`src/rtl/ptg_pkg.sv`:
```
package ptg_pkg;
  typedef enum logic [2:0] {
    REG_LOW    = 3'd0,
    REG_HIGH   = 3'd1,
    REG_COUNT  = 3'd2,
    REG_FIRE   = 3'd3,
    REG_DELAY  = 3'd4,
    REG_STATUS = 3'd5
  } reg_addr_e;

  // Reload value of the phase timer for the phase that follows a transition.
  function automatic logic [31:0] next_phase_len(input logic now_high,
                                                 input logic [31:0] low_len,
                                                 input logic [31:0] high_len);
    return now_high ? low_len : high_len;
  endfunction

  // Transitions still to go after one more has been made.
  function automatic logic [31:0] after_step(input logic [31:0] remaining);
    return remaining - 32'd1;
  endfunction
endpackage

```
`src/rtl/ptg_regs.sv`:
```
module ptg_regs import ptg_pkg::*; #(
  parameter int PHASE_W = 24,
  parameter int COUNT_W = 16,
  parameter int DELAY_W = 16,
  parameter int DATA_W  = 32
) (
  input  logic               clk,
  input  logic               rst,
  input  logic               wr_en,
  input  logic [2:0]         wr_addr,
  input  logic [DATA_W-1:0]  wr_data,
  input  logic [2:0]         rd_addr,
  input  logic               ts_reset,
  input  logic               busy,
  output logic [DATA_W-1:0]  rd_data,
  output logic [PHASE_W-1:0] low_len,
  output logic [PHASE_W-1:0] high_len,
  output logic [COUNT_W-1:0] edge_total,
  output logic [DELAY_W-1:0] delay_len,
  output logic               armed,
  output logic               fire_evt,
  output logic               arm_trig
);
  logic wr_delay;

  assign fire_evt = wr_en && (wr_addr == REG_FIRE) && wr_data[0];
  assign arm_trig = ts_reset && armed;
  assign wr_delay = wr_en && (wr_addr == REG_DELAY);

  always_ff @(posedge clk) begin
    if (rst) begin
      low_len    <= '0;
      high_len   <= '0;
      edge_total <= '0;
      delay_len  <= '0;
      armed      <= 1'b0;
    end else begin
      if (wr_en && wr_addr == REG_LOW)   low_len    <= wr_data[PHASE_W-1:0];
      if (wr_en && wr_addr == REG_HIGH)  high_len   <= wr_data[PHASE_W-1:0];
      if (wr_en && wr_addr == REG_COUNT) edge_total <= wr_data[COUNT_W-1:0];
      if (wr_delay) begin
        delay_len <= wr_data[DELAY_W-1:0];
        armed     <= 1'b1;
      end else if (arm_trig) begin
        armed <= 1'b0;
      end
    end
  end

  always_comb begin
    rd_data = '0;
    case (rd_addr)
      REG_LOW:    rd_data[PHASE_W-1:0] = low_len;
      REG_HIGH:   rd_data[PHASE_W-1:0] = high_len;
      REG_COUNT:  rd_data[COUNT_W-1:0] = edge_total;
      REG_DELAY:  rd_data[DELAY_W-1:0] = delay_len;
      REG_STATUS: rd_data[1:0]         = {armed, busy};
      default:    rd_data = '0;
    endcase
  end


  arm_clear_chk: assert property (@(posedge clk) disable iff (rst)
    (arm_trig && !wr_delay) |=> !armed);

  arm_set_chk: assert property (@(posedge clk) disable iff (rst)
    wr_delay |=> armed);
endmodule

```
`src/rtl/ptg_phase_timer.sv`:
```
module ptg_phase_timer #(
  parameter int W = 24
) (
  input  logic         clk,
  input  logic         rst,
  input  logic         run,
  input  logic         load,
  input  logic [W-1:0] load_val,
  output logic         expire
);
  logic [W-1:0] cnt;

  assign expire = run && (cnt == '0);

  always_ff @(posedge clk) begin
    if (rst)               cnt <= '0;
    else if (load)         cnt <= load_val;
    else if (cnt != '0)    cnt <= cnt - 1'b1;
  end


  cnt_dec_chk: assert property (@(posedge clk) disable iff (rst)
    (!load && cnt != '0) |=> (cnt == $past(cnt) - 1'b1));
endmodule

```
`src/rtl/ptg_edge_counter.sv`:
```
module ptg_edge_counter import ptg_pkg::*; #(
  parameter int W = 16
) (
  input  logic         clk,
  input  logic         rst,
  input  logic         start,
  input  logic [W-1:0] start_val,
  input  logic         step,
  output logic         last
);
  logic [W-1:0] remaining;
  logic         endless;
  logic [31:0]  stepped;

  assign stepped = after_step(32'(remaining));
  assign last    = step && !endless && (remaining == W'(1));

  always_ff @(posedge clk) begin
    if (rst) begin
      remaining <= '0;
      endless   <= 1'b0;
    end else if (start) begin
      remaining <= start_val;
      endless   <= (start_val == '0);
    end else if (step && !endless) begin
      remaining <= stepped[W-1:0];
    end
  end


  endless_hold_chk: assert property (@(posedge clk) disable iff (rst)
    (endless && !start) |=> endless);
endmodule

```
`src/rtl/pulse_train_gen.sv`:
```
module pulse_train_gen import ptg_pkg::*; #(
  parameter int PHASE_W = 24,
  parameter int COUNT_W = 16,
  parameter int DELAY_W = 16,
  parameter int DATA_W  = 32
) (
  input  logic              clk,
  input  logic              rst,
  input  logic              wr_en,
  input  logic [2:0]        wr_addr,
  input  logic [DATA_W-1:0] wr_data,
  input  logic [2:0]        rd_addr,
  output logic [DATA_W-1:0] rd_data,
  input  logic              ts_reset,
  output logic              pulse_out,
  output logic              busy
);
  logic [PHASE_W-1:0] low_len, high_len, load_val;
  logic [COUNT_W-1:0] edge_total;
  logic [DELAY_W-1:0] delay_len;
  logic armed, fire_evt, arm_trig;
  logic start_evt, phase_expire, step_evt, last_evt;
  logic [31:0] reload_val;

  ptg_regs #(.PHASE_W(PHASE_W), .COUNT_W(COUNT_W), .DELAY_W(DELAY_W), .DATA_W(DATA_W)) u_regs (
    .clk(clk), .rst(rst), .wr_en(wr_en), .wr_addr(wr_addr), .wr_data(wr_data),
    .rd_addr(rd_addr), .ts_reset(ts_reset), .busy(busy), .rd_data(rd_data),
    .low_len(low_len), .high_len(high_len), .edge_total(edge_total),
    .delay_len(delay_len), .armed(armed), .fire_evt(fire_evt), .arm_trig(arm_trig)
  );

  assign start_evt  = fire_evt || arm_trig;
  assign step_evt   = phase_expire && !start_evt;
  assign reload_val = next_phase_len(pulse_out, 32'(low_len), 32'(high_len));

  always_comb begin
    if (fire_evt)      load_val = low_len;
    else if (arm_trig) load_val = PHASE_W'(delay_len);
    else               load_val = reload_val[PHASE_W-1:0];
  end

  ptg_phase_timer #(.W(PHASE_W)) u_timer (
    .clk(clk), .rst(rst), .run(busy), .load(start_evt || phase_expire),
    .load_val(load_val), .expire(phase_expire)
  );

  ptg_edge_counter #(.W(COUNT_W)) u_edges (
    .clk(clk), .rst(rst), .start(start_evt), .start_val(edge_total),
    .step(step_evt), .last(last_evt)
  );

  always_ff @(posedge clk) begin
    if (rst) begin
      busy      <= 1'b0;
      pulse_out <= 1'b0;
    end else if (start_evt) begin
      busy      <= 1'b1;
      pulse_out <= 1'b0;
    end else if (last_evt) begin
      busy      <= 1'b0;
      pulse_out <= 1'b0;
    end else if (step_evt) begin
      pulse_out <= !pulse_out;
    end
  end


  idle_low_chk: assert property (@(posedge clk) disable iff (rst)
    !busy |-> !pulse_out);

  fire_start_chk: assert property (@(posedge clk) disable iff (rst)
    fire_evt |=> (busy && !pulse_out));

  arm_start_chk: assert property (@(posedge clk) disable iff (rst)
    arm_trig |=> (busy && !pulse_out));

  final_edge_chk: assert property (@(posedge clk) disable iff (rst)
    last_evt |=> (!busy && !pulse_out));

  idle_ts_chk: assert property (@(posedge clk) disable iff (rst)
    (!busy && ts_reset && !armed && !fire_evt) |=> !busy);

  toggle_src_chk: assert property (@(posedge clk) disable iff (rst)
    !$stable(pulse_out) |-> $past(phase_expire || start_evt));
endmodule

```
`config.mk`:
```
export PLATFORM = sky130hd
export DESIGN_NAME = pulse_train_gen
export DESIGN_NICKNAME = d
export VERILOG_FILES = /design/src/rtl/ptg_pkg.sv /design/src/rtl/ptg_regs.sv /design/src/rtl/ptg_phase_timer.sv /design/src/rtl/ptg_edge_counter.sv /design/src/rtl/pulse_train_gen.sv
export SDC_FILE = /design/constraint.sdc
export NUM_CORES = 1
export LEC_CHECK = 0
export BUFFER_PORTS_ARGS = -buffer_cell sky130_fd_sc_hd__buf_4
export CORE_UTILIZATION = 58
export CTS_CLUSTER_SIZE = 14
export DETAILED_ROUTE_END_ITERATION = 10
export PLACE_DENSITY_LB_ADDON = 0.2
export SYNTH_ARGS = -nofsm -noshare
export SYNTH_HDL_FRONTEND = slang
export SYNTH_SLANG_ARGS = --single-unit
```
`constraint.sdc`:
```
create_clock -name clk -period 2.5 [get_ports clk]
set_input_delay 0.375 -clock clk [delete_from_list [all_inputs] [get_ports clk]]
set_output_delay 0.375 -clock clk [all_outputs]
set_load 0.02 [all_outputs]
```
; Yosys cells after proc, flatten, opt, wreduce, memory -nomap -nowiden
; Index checks and enable logic that the tools add are counted.
[totals]
ram_bits = 0
romBits = 0
wordCells = 61
in_bits = 42
reg_bits = 124
latch_bits = 0
memories = 0
out_inout_bits = 34
[classes]
n_mux = 14
reduce_logical = 26
bitwise_logic = 0
div_mod_pow = 0
n_eq_ne = 9
shift = 0
n_mul = 0
n_lt_le_gt_ge = 0
n_addsub = 2
[ops]
columns = cell, count
row1 = 2-to-1 mux 24 bit, 5
row2 = case mux 14 bit (4 select lines), 1
row3 = 2-to-1 mux 16 bit, 2
row4 = logical NOT 24 bit, 1
row5 = nonzero test 24 bit, 1
row6 = "subtractor 24 x 1 -> 24 bit, second input constant", 1
row7 = "equality test 16 x 1 -> 1 bit, second input constant", 1
row8 = logical NOT 16 bit, 1
row9 = case mux 8 bit (2 select lines), 1
row10 = "subtractor 16 x 1 -> 16 bit, second input constant", 1
row11 = logical AND 1 bit, 11
row12 = case mux 2 bit (5 select lines), 1
row13 = "equality test 3 x 2 -> 1 bit, second input constant", 3
row14 = "equality test 3 bit, second input constant", 3
row15 = nonzero test 2 bit, 4
row16 = "equality test 3 x 1 -> 1 bit, second input constant", 2
row17 = logical NOT 3 bit, 2
row18 = 2-to-1 mux 1 bit, 4
row19 = logical NOT 1 bit, 3
row20 = OR reduction 3 bit, 1
row21 = logical OR 1 bit, 2

; Longest topological paths before layout
; Gate-level depths: netlist of the first run.
[logic_depth]
depth_word = 10
mapped_depth = 9
mapped_depth_nobuf = 7

; Hierarchy
; A second synthesis of the first run with hierarchy kept.
[hier_totals]
cells_unflattened = 835
hier_area_um2 = 6810.3
[modules_own_cells]
columns = module, cells_per_inst, n_inst, area_per_inst_um2, seq_area_each_um2
row1 = ptg_regs, 465, 1, 3756.1, 1621.6
row2 = ptg_phase_timer, 166, 1, 1448.9, 480.5
row3 = ptg_edge_counter, 124, 1, 1008.5, 340.3
row4 = pulse_train_gen, 80, 1, 596.8, 40.0

; Worst setup path before layout of the first run
; OpenSTA, ideal clock, no wires.
[synth_timing]
path_kind = input port to output port
start = in rd_addr[0]
end = out rd_data[16]
path_buffers = 3
required_ns = 2.125
setup_slack_ns = 0.004
arrival_time_ns = 2.121
stages = 5
cell_sequence = clkbuf_1 buf_1 clkbuf_1 mux2i_1 nor2_1
[synth_via]
elab_chain_len = 2
word_cells_on_any_way = 3
classes_between = 1 x eq/ne / 1 x mux / 1 x reduce/logical
[synth_rtl]
columns = item, line_no
row1 = "start, declared", pulse_train_gen.sv:12  ; input logic [2:0] rd_addr,
row2 = equality test 3 x 1 -> 1 bit or logical NOT 3 bit (tied branches), ptg_regs.sv:52  ; case (rd_addr)
row3 = case mux 8 bit (2 select lines) *, ptg_regs.sv:52
row4 = "end, declared", pulse_train_gen.sv:13  ; output logic [DATA_W-1:0] rd_data,
; Every way passes the cells marked *; elsewhere a longest branch is shown, timed or not.

; Worst setup path after layout of the first run
[layout_timing]
start = reg u_timer.cnt[0]
end = reg u_edges.remaining[13]
[layout_via]
elab_chain_len = 5
[layout_rtl]
columns = item, line_no
row1 = "start, declared", ptg_phase_timer.sv:11  ; logic [W-1:0] cnt;
row2 = "start signal, assigned", ptg_phase_timer.sv:17  ; else if (load) cnt <= load_val;
row3 = "start signal, assigned", ptg_phase_timer.sv:18  ; else if (cnt != '0) cnt <= cnt - 1'b1;
row4 = logical NOT 24 bit, ptg_phase_timer.sv:13  ; assign expire = run && (cnt == '0);
row5 = logical AND 1 bit, ptg_phase_timer.sv:13
row6 = logical AND 1 bit, pulse_train_gen.sv:33  ; assign step_evt = phase_expire && !start_evt;
row7 = logical AND 1 bit, ptg_edge_counter.sv:25  ; end else if (step && !endless) begin
row8 = nonzero test 2 bit (no source line), n/a
row9 = "end signal, assigned", ptg_edge_counter.sv:23  ; remaining <= start_val;
row10 = "end signal, assigned", ptg_edge_counter.sv:26  ; remaining <= stepped[W-1:0];
row11 = "end, declared", ptg_edge_counter.sv:11  ; logic [W-1:0] remaining;
; Every way passes these cells.
; A chain may end at the register's enable or synchronous reset.

==> results of run 1 <==
## how the worst max path moves through the flow
stage,start,end,slack (ns),cells past startpoint
after floorplan,rd_addr[0],rd_data[16],0.004,5
after global placement,u_timer.cnt[0],u_edges.remaining[14],0.11,7
after detailed placement,u_timer.cnt[0],u_edges.remaining[14],0.05,7
after CTS,u_timer.cnt[0],u_edges.remaining[14],0.01,7
after global routing,u_timer.cnt[0],pulse_out,0.05,7
final,u_timer.cnt[0],u_edges.remaining[13],0.21,7
## registers in the layout, summed over array words and instances (netlist names)
register	count
u_regs.high_len	24
u_regs.low_len	24
u_timer.cnt	24
u_edges.remaining	16
u_regs.delay_len	16
u_regs.edge_total	16
busy	1
pulse_out	1
u_edges.endless	1
u_regs.armed	1
## synthesized netlist by cell type, types with 2 or more instances
| cell type | count | share of area, % |
|---|---|---|
| sky130_fd_sc_hd__nand2_1 | 193 | 11 |
| sky130_fd_sc_hd__nor3b_1 | 5 | 0.59 |
| sky130_fd_sc_hd__or2_2 | 3 | 0.30 |
| sky130_fd_sc_hd__or3_1 | 9 | 0.89 |
| sky130_fd_sc_hd__nand3_1 | 15 | 1.2 |
| sky130_fd_sc_hd__o22ai_1 | 8 | 0.79 |
| sky130_fd_sc_hd__xor2_1 | 7 | 0.97 |
| sky130_fd_sc_hd__buf_1 | 4 | 0.24 |
| sky130_fd_sc_hd__o211ai_1 | 5 | 0.59 |
| sky130_fd_sc_hd__a21oi_1 | 105 | 8.3 |
| sky130_fd_sc_hd__nand4_1 | 6 | 0.59 |
| sky130_fd_sc_hd__a221oi_1 | 18 | 2.5 |
| sky130_fd_sc_hd__nor4_1 | 12 | 1.2 |
| sky130_fd_sc_hd__a31oi_1 | 13 | 1.3 |
| sky130_fd_sc_hd__buf_4 | 8 | 0.95 |
| sky130_fd_sc_hd__nor4_2 | 3 | 0.59 |
| sky130_fd_sc_hd__buf_2 | 2 | 0.16 |
| sky130_fd_sc_hd__mux4_2 | 2 | 0.71 |
| sky130_fd_sc_hd__a22o_1 | 9 | 1.2 |
| sky130_fd_sc_hd__mux2i_1 | 22 | 3.5 |
| sky130_fd_sc_hd__ha_1 | 4 | 0.79 |
| sky130_fd_sc_hd__nor3_1 | 16 | 1.3 |
| sky130_fd_sc_hd__nor2b_1 | 2 | 0.20 |
| sky130_fd_sc_hd__a22oi_1 | 2 | 0.24 |
| sky130_fd_sc_hd__o41ai_1 | 3 | 0.41 |
| sky130_fd_sc_hd__clkbuf_1 | 52 | 3.1 |
| sky130_fd_sc_hd__o31ai_1 | 7 | 0.83 |
| sky130_fd_sc_hd__o21ai_0 | 44 | 3.5 |
| sky130_fd_sc_hd__dfxtp_1 | 124 | 39 |
| sky130_fd_sc_hd__nor2_1 | 44 | 2.6 |
| sky130_fd_sc_hd__nand2b_1 | 4 | 0.39 |
| sky130_fd_sc_hd__a21o_1 | 4 | 0.47 |
| sky130_fd_sc_hd__xnor2_1 | 13 | 1.8 |
| sky130_fd_sc_hd__nor4b_1 | 3 | 0.41 |
| sky130_fd_sc_hd__a211oi_1 | 12 | 1.4 |
| sky130_fd_sc_hd__a311oi_1 | 2 | 0.28 |
| sky130_fd_sc_hd__nand3b_1 | 4 | 0.47 |
| sky130_fd_sc_hd__or4_1 | 8 | 0.95 |
| sky130_fd_sc_hd__inv_1 | 13 | 0.77 |
## report_power, final
part           switching (mW)  leakage (nW)  internal, mW
Sequential              0.264          1.01          2.20
Combinational            1.19          1.54         0.909
Clock                   0.869         0.247          1.25
## per-stage QoR
stage               hold slack, ns  cell area, µm²  power [mW]  std cells  util [%]
floorplan                   0.4433            6362       3.874        837         -
global placement            0.4523            6969       4.472        998     66.61
detailed placement          0.4631            6969       4.513        998     66.61
CTS                        0.07781            7471       6.628       1029     71.41
global route               0.08647            7487       7.019       1029     71.56
finish                     0.09585            7487       6.682       1029     71.56
## layout by cell type (no fill, tap or decap), types with 4 or more instances in the layout
| cell | Yosys | routed |
|---|---|---|
| sky130_fd_sc_hd__o31ai_1 | 7 | 7 |
| sky130_fd_sc_hd__clkbuf_16 | 0 | 16 |
| sky130_fd_sc_hd__xor2_1 | 7 | 7 |
| sky130_fd_sc_hd__nand3b_1 | 4 | 4 |
| sky130_fd_sc_hd__inv_1 | 13 | 13 |
| sky130_fd_sc_hd__nand3_1 | 15 | 15 |
| sky130_fd_sc_hd__o21ai_0 | 44 | 44 |
| sky130_fd_sc_hd__nand2_1 | 193 | 193 |
| sky130_fd_sc_hd__conb_1 | 1 | 8 |
| sky130_fd_sc_hd__a211oi_1 | 12 | 12 |
| sky130_fd_sc_hd__nor3_1 | 16 | 15 |
| sky130_fd_sc_hd__nor4_1 | 12 | 12 |
| sky130_fd_sc_hd__clkbuf_1 | 52 | 4 |
| sky130_fd_sc_hd__clkinv_2 | 0 | 6 |
| sky130_fd_sc_hd__a22o_1 | 9 | 9 |
| sky130_fd_sc_hd__nor2_1 | 44 | 44 |
| sky130_fd_sc_hd__dfxtp_1 | 124 | 124 |
| sky130_fd_sc_hd__ha_1 | 4 | 4 |
| sky130_fd_sc_hd__or3_1 | 9 | 9 |
| sky130_fd_sc_hd__xnor2_1 | 13 | 13 |
| sky130_fd_sc_hd__a21oi_1 | 105 | 104 |
| sky130_fd_sc_hd__mux2i_1 | 22 | 22 |
| sky130_fd_sc_hd__o211ai_1 | 5 | 5 |
| sky130_fd_sc_hd__nand2b_1 | 4 | 4 |
| sky130_fd_sc_hd__nand4_1 | 6 | 6 |
| sky130_fd_sc_hd__or4_1 | 8 | 7 |
| sky130_fd_sc_hd__a221oi_1 | 18 | 17 |
| sky130_fd_sc_hd__a31oi_1 | 13 | 13 |
| sky130_fd_sc_hd__o22ai_1 | 8 | 8 |
| sky130_fd_sc_hd__buf_4 | 8 | 91 |
| sky130_fd_sc_hd__a21o_1 | 4 | 4 |
## cell type report
| cell class | instances | share of cell area, % |
|---|---|---|
| repair buffers | 92 | 9.392 |
| flip-flops and latches | 124 | 33.16 |
| clock inverters | 8 | 0.6016 |
| well taps | 136 | 2.273 |
| multi-input cells | 633 | 47.83 |
| clock buffers | 23 | 6.100 |
| inverters | 13 | 0.6517 |
## worst max-delay path, cell delays in order (launching register included)
cell and delay (ns):
sky130_fd_sc_hd__dfxtp_1 0.34, sky130_fd_sc_hd__inv_1 0.11, sky130_fd_sc_hd__ha_1 0.17, sky130_fd_sc_hd__nor4b_2 0.22, sky130_fd_sc_hd__nand4_2 0.21, sky130_fd_sc_hd__or2_1 0.42
sky130_fd_sc_hd__or4b_1 0.56, sky130_fd_sc_hd__a31oi_1 0.18
## timing repair
action,CTS,global route
endpoints found under the setup margin,0,12
resized for setup,0,3
hold endpoints to repair,0,0
## per-layer routing
metal | track usage (%) | up-vias | part of all wire [%]
li1 | - | 3044 | -
met1 | 46.14 | 3117 | 41
met2 | 56.63 | 387 | 46
met3 | 10.61 | 53 | 11
met4 | 17.22 | 0 | 2.3
met5 | 0 | - | 0
## logic make-up (layout without fill, tap and decap cells)
kind of cell | after synthesis | count (layout) | share of synthesized area, %
and+or+nand+nor | 337 | 337 | 24.76
AOI/OAI and AO/OA | 239 | 239 | 22.81
DFF | 124 | 124 | 39.18
buffers and inverters | 80 | 136 | 5.273
muxes | 25 | 25 | 4.364
xor gates and xnor gates | 20 | 20 | 2.765
adders and majority gates | 4 | 4 | 0.7899
other | 1 | 8 | 0.05918
==> PnR_summary.wiki, run 1 <==
{| class="wikitable"
! Metric !! Value
|-
| Critical Path AT || 2.75 ns
|-
| Capture instance of the worst register-to-register path || u_edges.remaining[13]
|-
| HP Start || wr_data[17]
|-
| First-pass iteration count of the detailed router || 5
|-
| Beginning of the worst register-to-register path || u_timer.cnt[0]
|-
| Crit Path Category || flip-flop to flip-flop
|-
| Min-Delay Path Depth || 3
|-
| Min setup slack post-route || 0.2103 ns
|-
| Type of destination of the critical path || flip-flop
|-
| Outcome || finished clean
|-
| Worst Reg-to-Reg Cells || 7
|-
| Normalized max-slew margin || 44.51%
|-
| Main flop type after synthesis || sky130_fd_sc_hd__dfxtp_1
|-
| Number of levels in the clock H-tree || 4
|-
| Post-placement worst setup slack || between 0.05 and 0.06 ns
|-
| RSZ-0062 raised after global routing || false
|-
| Clock tree from TritonCTS || yes
|-
| DRC violations left || 0
|-
| Required time at the worst-slack endpoint || between 2 and 3 ns
|-
| Clk_lat worst skew || 0.54 ns
|-
| Final sum of negative setup slack || 0 ns
|-
| Highest ir drop seen on vdd || 604.4 µV
|-
| Detailed Route Iter0 Violations || slightly below 700
|-
| Count of flip-flops with a built-in enable after synthesis || 0
|-
| Power density over the cells || 892.4 mW/mm²
|-
| First-pass GRT wire length || 31.75 mm
|-
| Count of synthesis-stage warnings from yosys || 0
|-
| CP Launch Type || flip-flop
|-
| Final weighted congestion in routability-driven placement || 0.9324
|-
| Hold buffers post-CTS || 0
|-
| Fraction of synthesis flops using an asynchronous set or reset pin || 0%
|-
| Final number of setup-violating endpoints || 0
|-
| Antenna diode count || 0
|-
| Die boundary height || 106.5 µm
|-
| Count of distinct cell types in the synthesized netlist || 59
|-
| Crit-path max FO || 12
|-
| Cells after Synth || 830
|-
| Number of ports placed on the die boundary || 76
|-
| Antenna violations before repair || 0
|-
| Clock Path Buffers || 2
|-
| Share of post-route cells with drive strength above 1 || between 10% and 20%
|-
| Post-DRT Antenna Nets || 0
|-
| Post-synth design cell area || between 0.006 and 0.007 mm²
|-
| Pin count of the biggest net entering global routing || 65
|-
| Register area share after synthesis || between 30 and 40%
|-
| Library cell used as clock root buffer || sky130_fd_sc_hd__clkbuf_8
|-
| Crit share post-route || ~90%
|-
| Number of register bits inferred by synthesis || between 100 and 150
|-
| Sink of the worst hold path || u_regs.low_len[17]
|-
| Detailed-route vias per instance || 6.415
|-
| Min-delay worst type || input pin to flip-flop
|-
| Slew @ Worst Pin || 0.8324 ns
|-
| Total count of hold-check failures in the final report || 0
|-
| Number of port buffers || 59
|-
| Number of global-route vias before repair || 6356
|-
| Nets || 927
|-
| Average wire per standard cell || 19.39 µm
|-
| Horizontal extent of the die || 106.5 µm
|-
| Setup Fix Bufs, Post-CTS || 0
|-
| Multi-input gate area || 0.003581 mm²
|-
| FF-to-FF setup slack || 0.21 ns
|-
| Final clock skew || approximately 0.0047 ns
|-
| Total clock buffers created by CTS || 17
|-
| Total number of placement rows || 37
|-
| Tmin final || 2.290 ns
|-
| Initial core utilization || 60.56%
|-
| GRT Util Overall || 36.36%
|-
| Count of clock tree sinks || approximately 120
|-
| Total of fill cells in the finished design || 858
|-
| Die area || about 0.011 mm²
|-
| Area occupied by registers || 0.002482 mm²
|-
| Average cell area after synthesis || 7.634 µm²
|-
| Clk slew on worst S/H paths || 0.06 ns
|-
| Peak Freq || 436.7 MHz
|-
| Detailed-placement wirelength estimate || 13.16 mm
|-
| Placeable core region || 0.01046 mm²
|-
| Total wire length after detailed routing || about 20 mm
|-
| Max capacitance violation total || 0
|-
| Max-slew violations || 0
|-
| Overall via count from detail_route || approximately 6600
|-
| Final global-route overflow total || 0
|-
| Layout Area Growth over Synthesis || 18.17%
|-
| Standby leakage power || roughly 2.8 nW
|}
No activity file was read; power rests on OpenSTA's default activity.
==> run 2, diff against run 1 <==
- BUFFER_PORTS_ARGS: -buffer_cell sky130_fd_sc_hd__buf_4 -> -buffer_cell sky130_fd_sc_hd__buf_2
==> run 2 against run 1 <==
- cell area fell by 1.4%
- largest power group unchanged
- clock skew rose by 0.0035 ns
- via count up 0.83%
- combinational power about the same
- die area unchanged
==> PnR_summary.wiki, run 2 (synthesized netlist as in run 1, its figures left out) <==
{| class="wikitable"
! Metric !! Value
|-
| Total clock buffers created by CTS || 17
|-
| Share of post-route cells with drive strength above 1 || between 10% and 20%
|-
| Clock Path Buffers || 2
|-
| Commonest cells after routing, fill and taps aside || sky130_fd_sc_hd__nand2_1 (193), sky130_fd_sc_hd__dfxtp_1 (124), sky130_fd_sc_hd__a21oi_1 (104)
|-
| Required time at the worst-slack endpoint || 2.95 ns
|-
| CP max stage cell || sky130_fd_sc_hd__or4_4
|-
| FF-to-FF setup slack || 0.17 ns
|-
| HP Start || wr_data[16]
|-
| Total number of placement rows || 37
|-
| Summed area of non-filler cells in the final layout || 0.007382 mm²
|-
| Setup Fix Bufs, Post-CTS || 0
|-
| Die area || approximately 0.011 mm²
|-
| Beginning of the worst register-to-register path || u_timer.cnt[0]
|-
| Library cell used as clock root buffer || sky130_fd_sc_hd__clkbuf_8
|-
| RSZ-0062 raised after global routing || false
|-
| Number of global-route vias before repair || 6273
|-
| Final-layout worst hold slack || 0.09822 ns
|-
| CP peak stage delay || 0.64 ns
|-
| Total of fill cells in the finished design || 845
|-
| Final number of setup-violating endpoints || 0
|-
| Total count of hold-check failures in the final report || 0
|-
| Clock tree from TritonCTS || yes
|-
| Number of levels in the clock H-tree || 4
|-
| Crit-path max FO || 10
|-
| Nets || 929
|-
| Placement-stage cell area || 0.006824 mm²
|-
| Clk slew on worst S/H paths || 0.06 ns
|-
| Outcome || finished clean
|-
| Met1 routed wirelength after detailed routing || 7.768 mm
|-
| Initial core utilization || 60.56%
|-
| Antenna violations before repair || 0
|-
| First-pass GRT wire length || about 31 mm
|-
| Post-DRT Antenna Nets || 0
|-
| Total wire length after detailed routing || 19.62 mm
|-
| Layout Area Growth over Synthesis || 16.51%
|-
| Average wire per standard cell || 19.01 µm
|-
| Pin count of the biggest net entering global routing || 49
|-
| Post-placement worst setup slack || -0.05678 ns
|-
| Detailed-route vias per instance || 6.450
|-
| Met3 WL post-DR || between 2 and 2.5 mm
|-
| Clk_lat worst skew || 0.52 ns
|-
| Crit share post-route || 93.02%
|-
| Tmin final || 2.326 ns
|-
| First-pass iteration count of the detailed router || 5
|-
| Die boundary height || 106.5 µm
|-
| Min-Delay Path Depth || 3
|-
| Min-delay worst type || input pin to flip-flop
|-
| Power density over the cells || 927.1 mW/mm²
|-
| Final sum of negative setup slack || 0 ns
|-
| Sink of the worst hold path || u_regs.low_len[16]
|-
| Capture instance of the worst register-to-register path || u_edges.remaining[6]
|-
| Crit Path Category || flip-flop to flip-flop
|-
| Largest registers || u_regs.high_len x24, u_regs.low_len x24, u_timer.cnt x24
|-
| Routed wire length on met2 || 9.016 mm
|-
| Final clock skew || 0.008187 ns
|-
| Utilization after layout || a little over two thirds
|-
| Worst Reg-to-Reg Cells || 7
|-
| Max capacitance violation total || 0
|-
| Placeable core region || between 0.01 and 0.015 mm²
|-
| Min setup slack post-route || 0.1744 ns
|-
| Placed cells || 1000
|-
| Horizontal extent of the die || 106.5 µm
|-
| Number of port buffers || 59
|-
| Final global-route overflow total || 0
|-
| Critical Path AT || 2.77 ns
|-
| Uppermost signal routing layer after detailed routing || met4
|-
| Slew @ Worst Pin || 0.8406 ns
|-
| Final weighted congestion in routability-driven placement || approximately 0.89
|-
| Count of clock tree sinks || between 100 and 150
|-
| Normalized max-slew margin || 43.80%
|-
| Final non-filler cell total || 1032
|-
| Overall via count from detail_route || 6656
|-
| GRT Util Overall || between 30% and 40%
|-
| Standby leakage power || 2.779 nW
|-
| Antenna diode count || 0
|-
| Type of destination of the critical path || flip-flop
|-
| Peak Freq || 430.0 MHz
|-
| CP Launch Type || flip-flop
|-
| Most common cell after layout, fill and taps aside || sky130_fd_sc_hd__nand2_1
|-
| Sum of internal, switching and leakage power || 6.844 mW
|-
| Number of ports placed on the die boundary || 76
|-
| DRC violations left || 0
|-
| Detailed-placement wirelength estimate || 13.24 mm
|-
| Cells along the critical path || inv_1 > ha_1 > nor4b_2 > nand4_2 > or4_4 > or3_1 > a31oi_1
|-
| Detailed Route Iter0 Violations || roughly 710
|-
| Max-slew violations || 0
|-
| Highest ir drop seen on vdd || about 710 µV
|}
==> run 2: per-layer routing <==
layer | up-vias | GRT usage, %
li1 | 3064 | -
met1 | 3139 | 44.73
met2 | 391 | 56.45
met3 | 62 | 10.06
met4 | 0 | 16.54
met5 | - | 0
==> run 2: worst max-delay path by stage <==
stage,cells past startpoint,startpoint,endpoint
after detailed placement,7,u_timer.cnt[0],u_edges.remaining[6]
final,7,u_timer.cnt[0],u_edges.remaining[6]
after floorplan,5,rd_addr[0],rd_data[16]
after CTS,7,u_timer.cnt[0],u_edges.remaining[3]
after global routing,7,u_timer.cnt[0],u_edges.remaining[14]
after global placement,7,u_timer.cnt[0],u_edges.remaining[14]
==> run 2: report_power, final <==
| part | internal, mW | switching, mW |
|---|---|---|
| logic | 0.902 | 1.22 |
| registers | 2.20 | 0.273 |
| clock network | 1.27 | 0.983 |
| total | 4.37 | 2.48 |
==> run 2: layout make-up <==
class                      instances  area [µm²]  area share, %
sequential                       124        2482          33.63
timing repair buffer              94       558.0          7.559
inverter                          13       48.80         0.6610
multi-input combinational        633        3583          48.54
clock buffer                      19       431.7          5.847
tap                              136       170.2          2.305
clock inverter                    13       107.6          1.458
==> run 2: repair_timing <==
action,4_1_cts,5_1_grt
hold buffers,0,0
gates resized for setup,1,3
endpoints found under the setup margin,4,24
==> run 2: critical path, delay by kind of cell, from the launching register on <==
kind / cells / cell delay, ns
compound gates: 1 / 0.18
fa+ha+maj: 1 / 0.18
buf+inv: 1 / 0.12
flops: 1 / 0.34
simple gates: 4 / 1.43
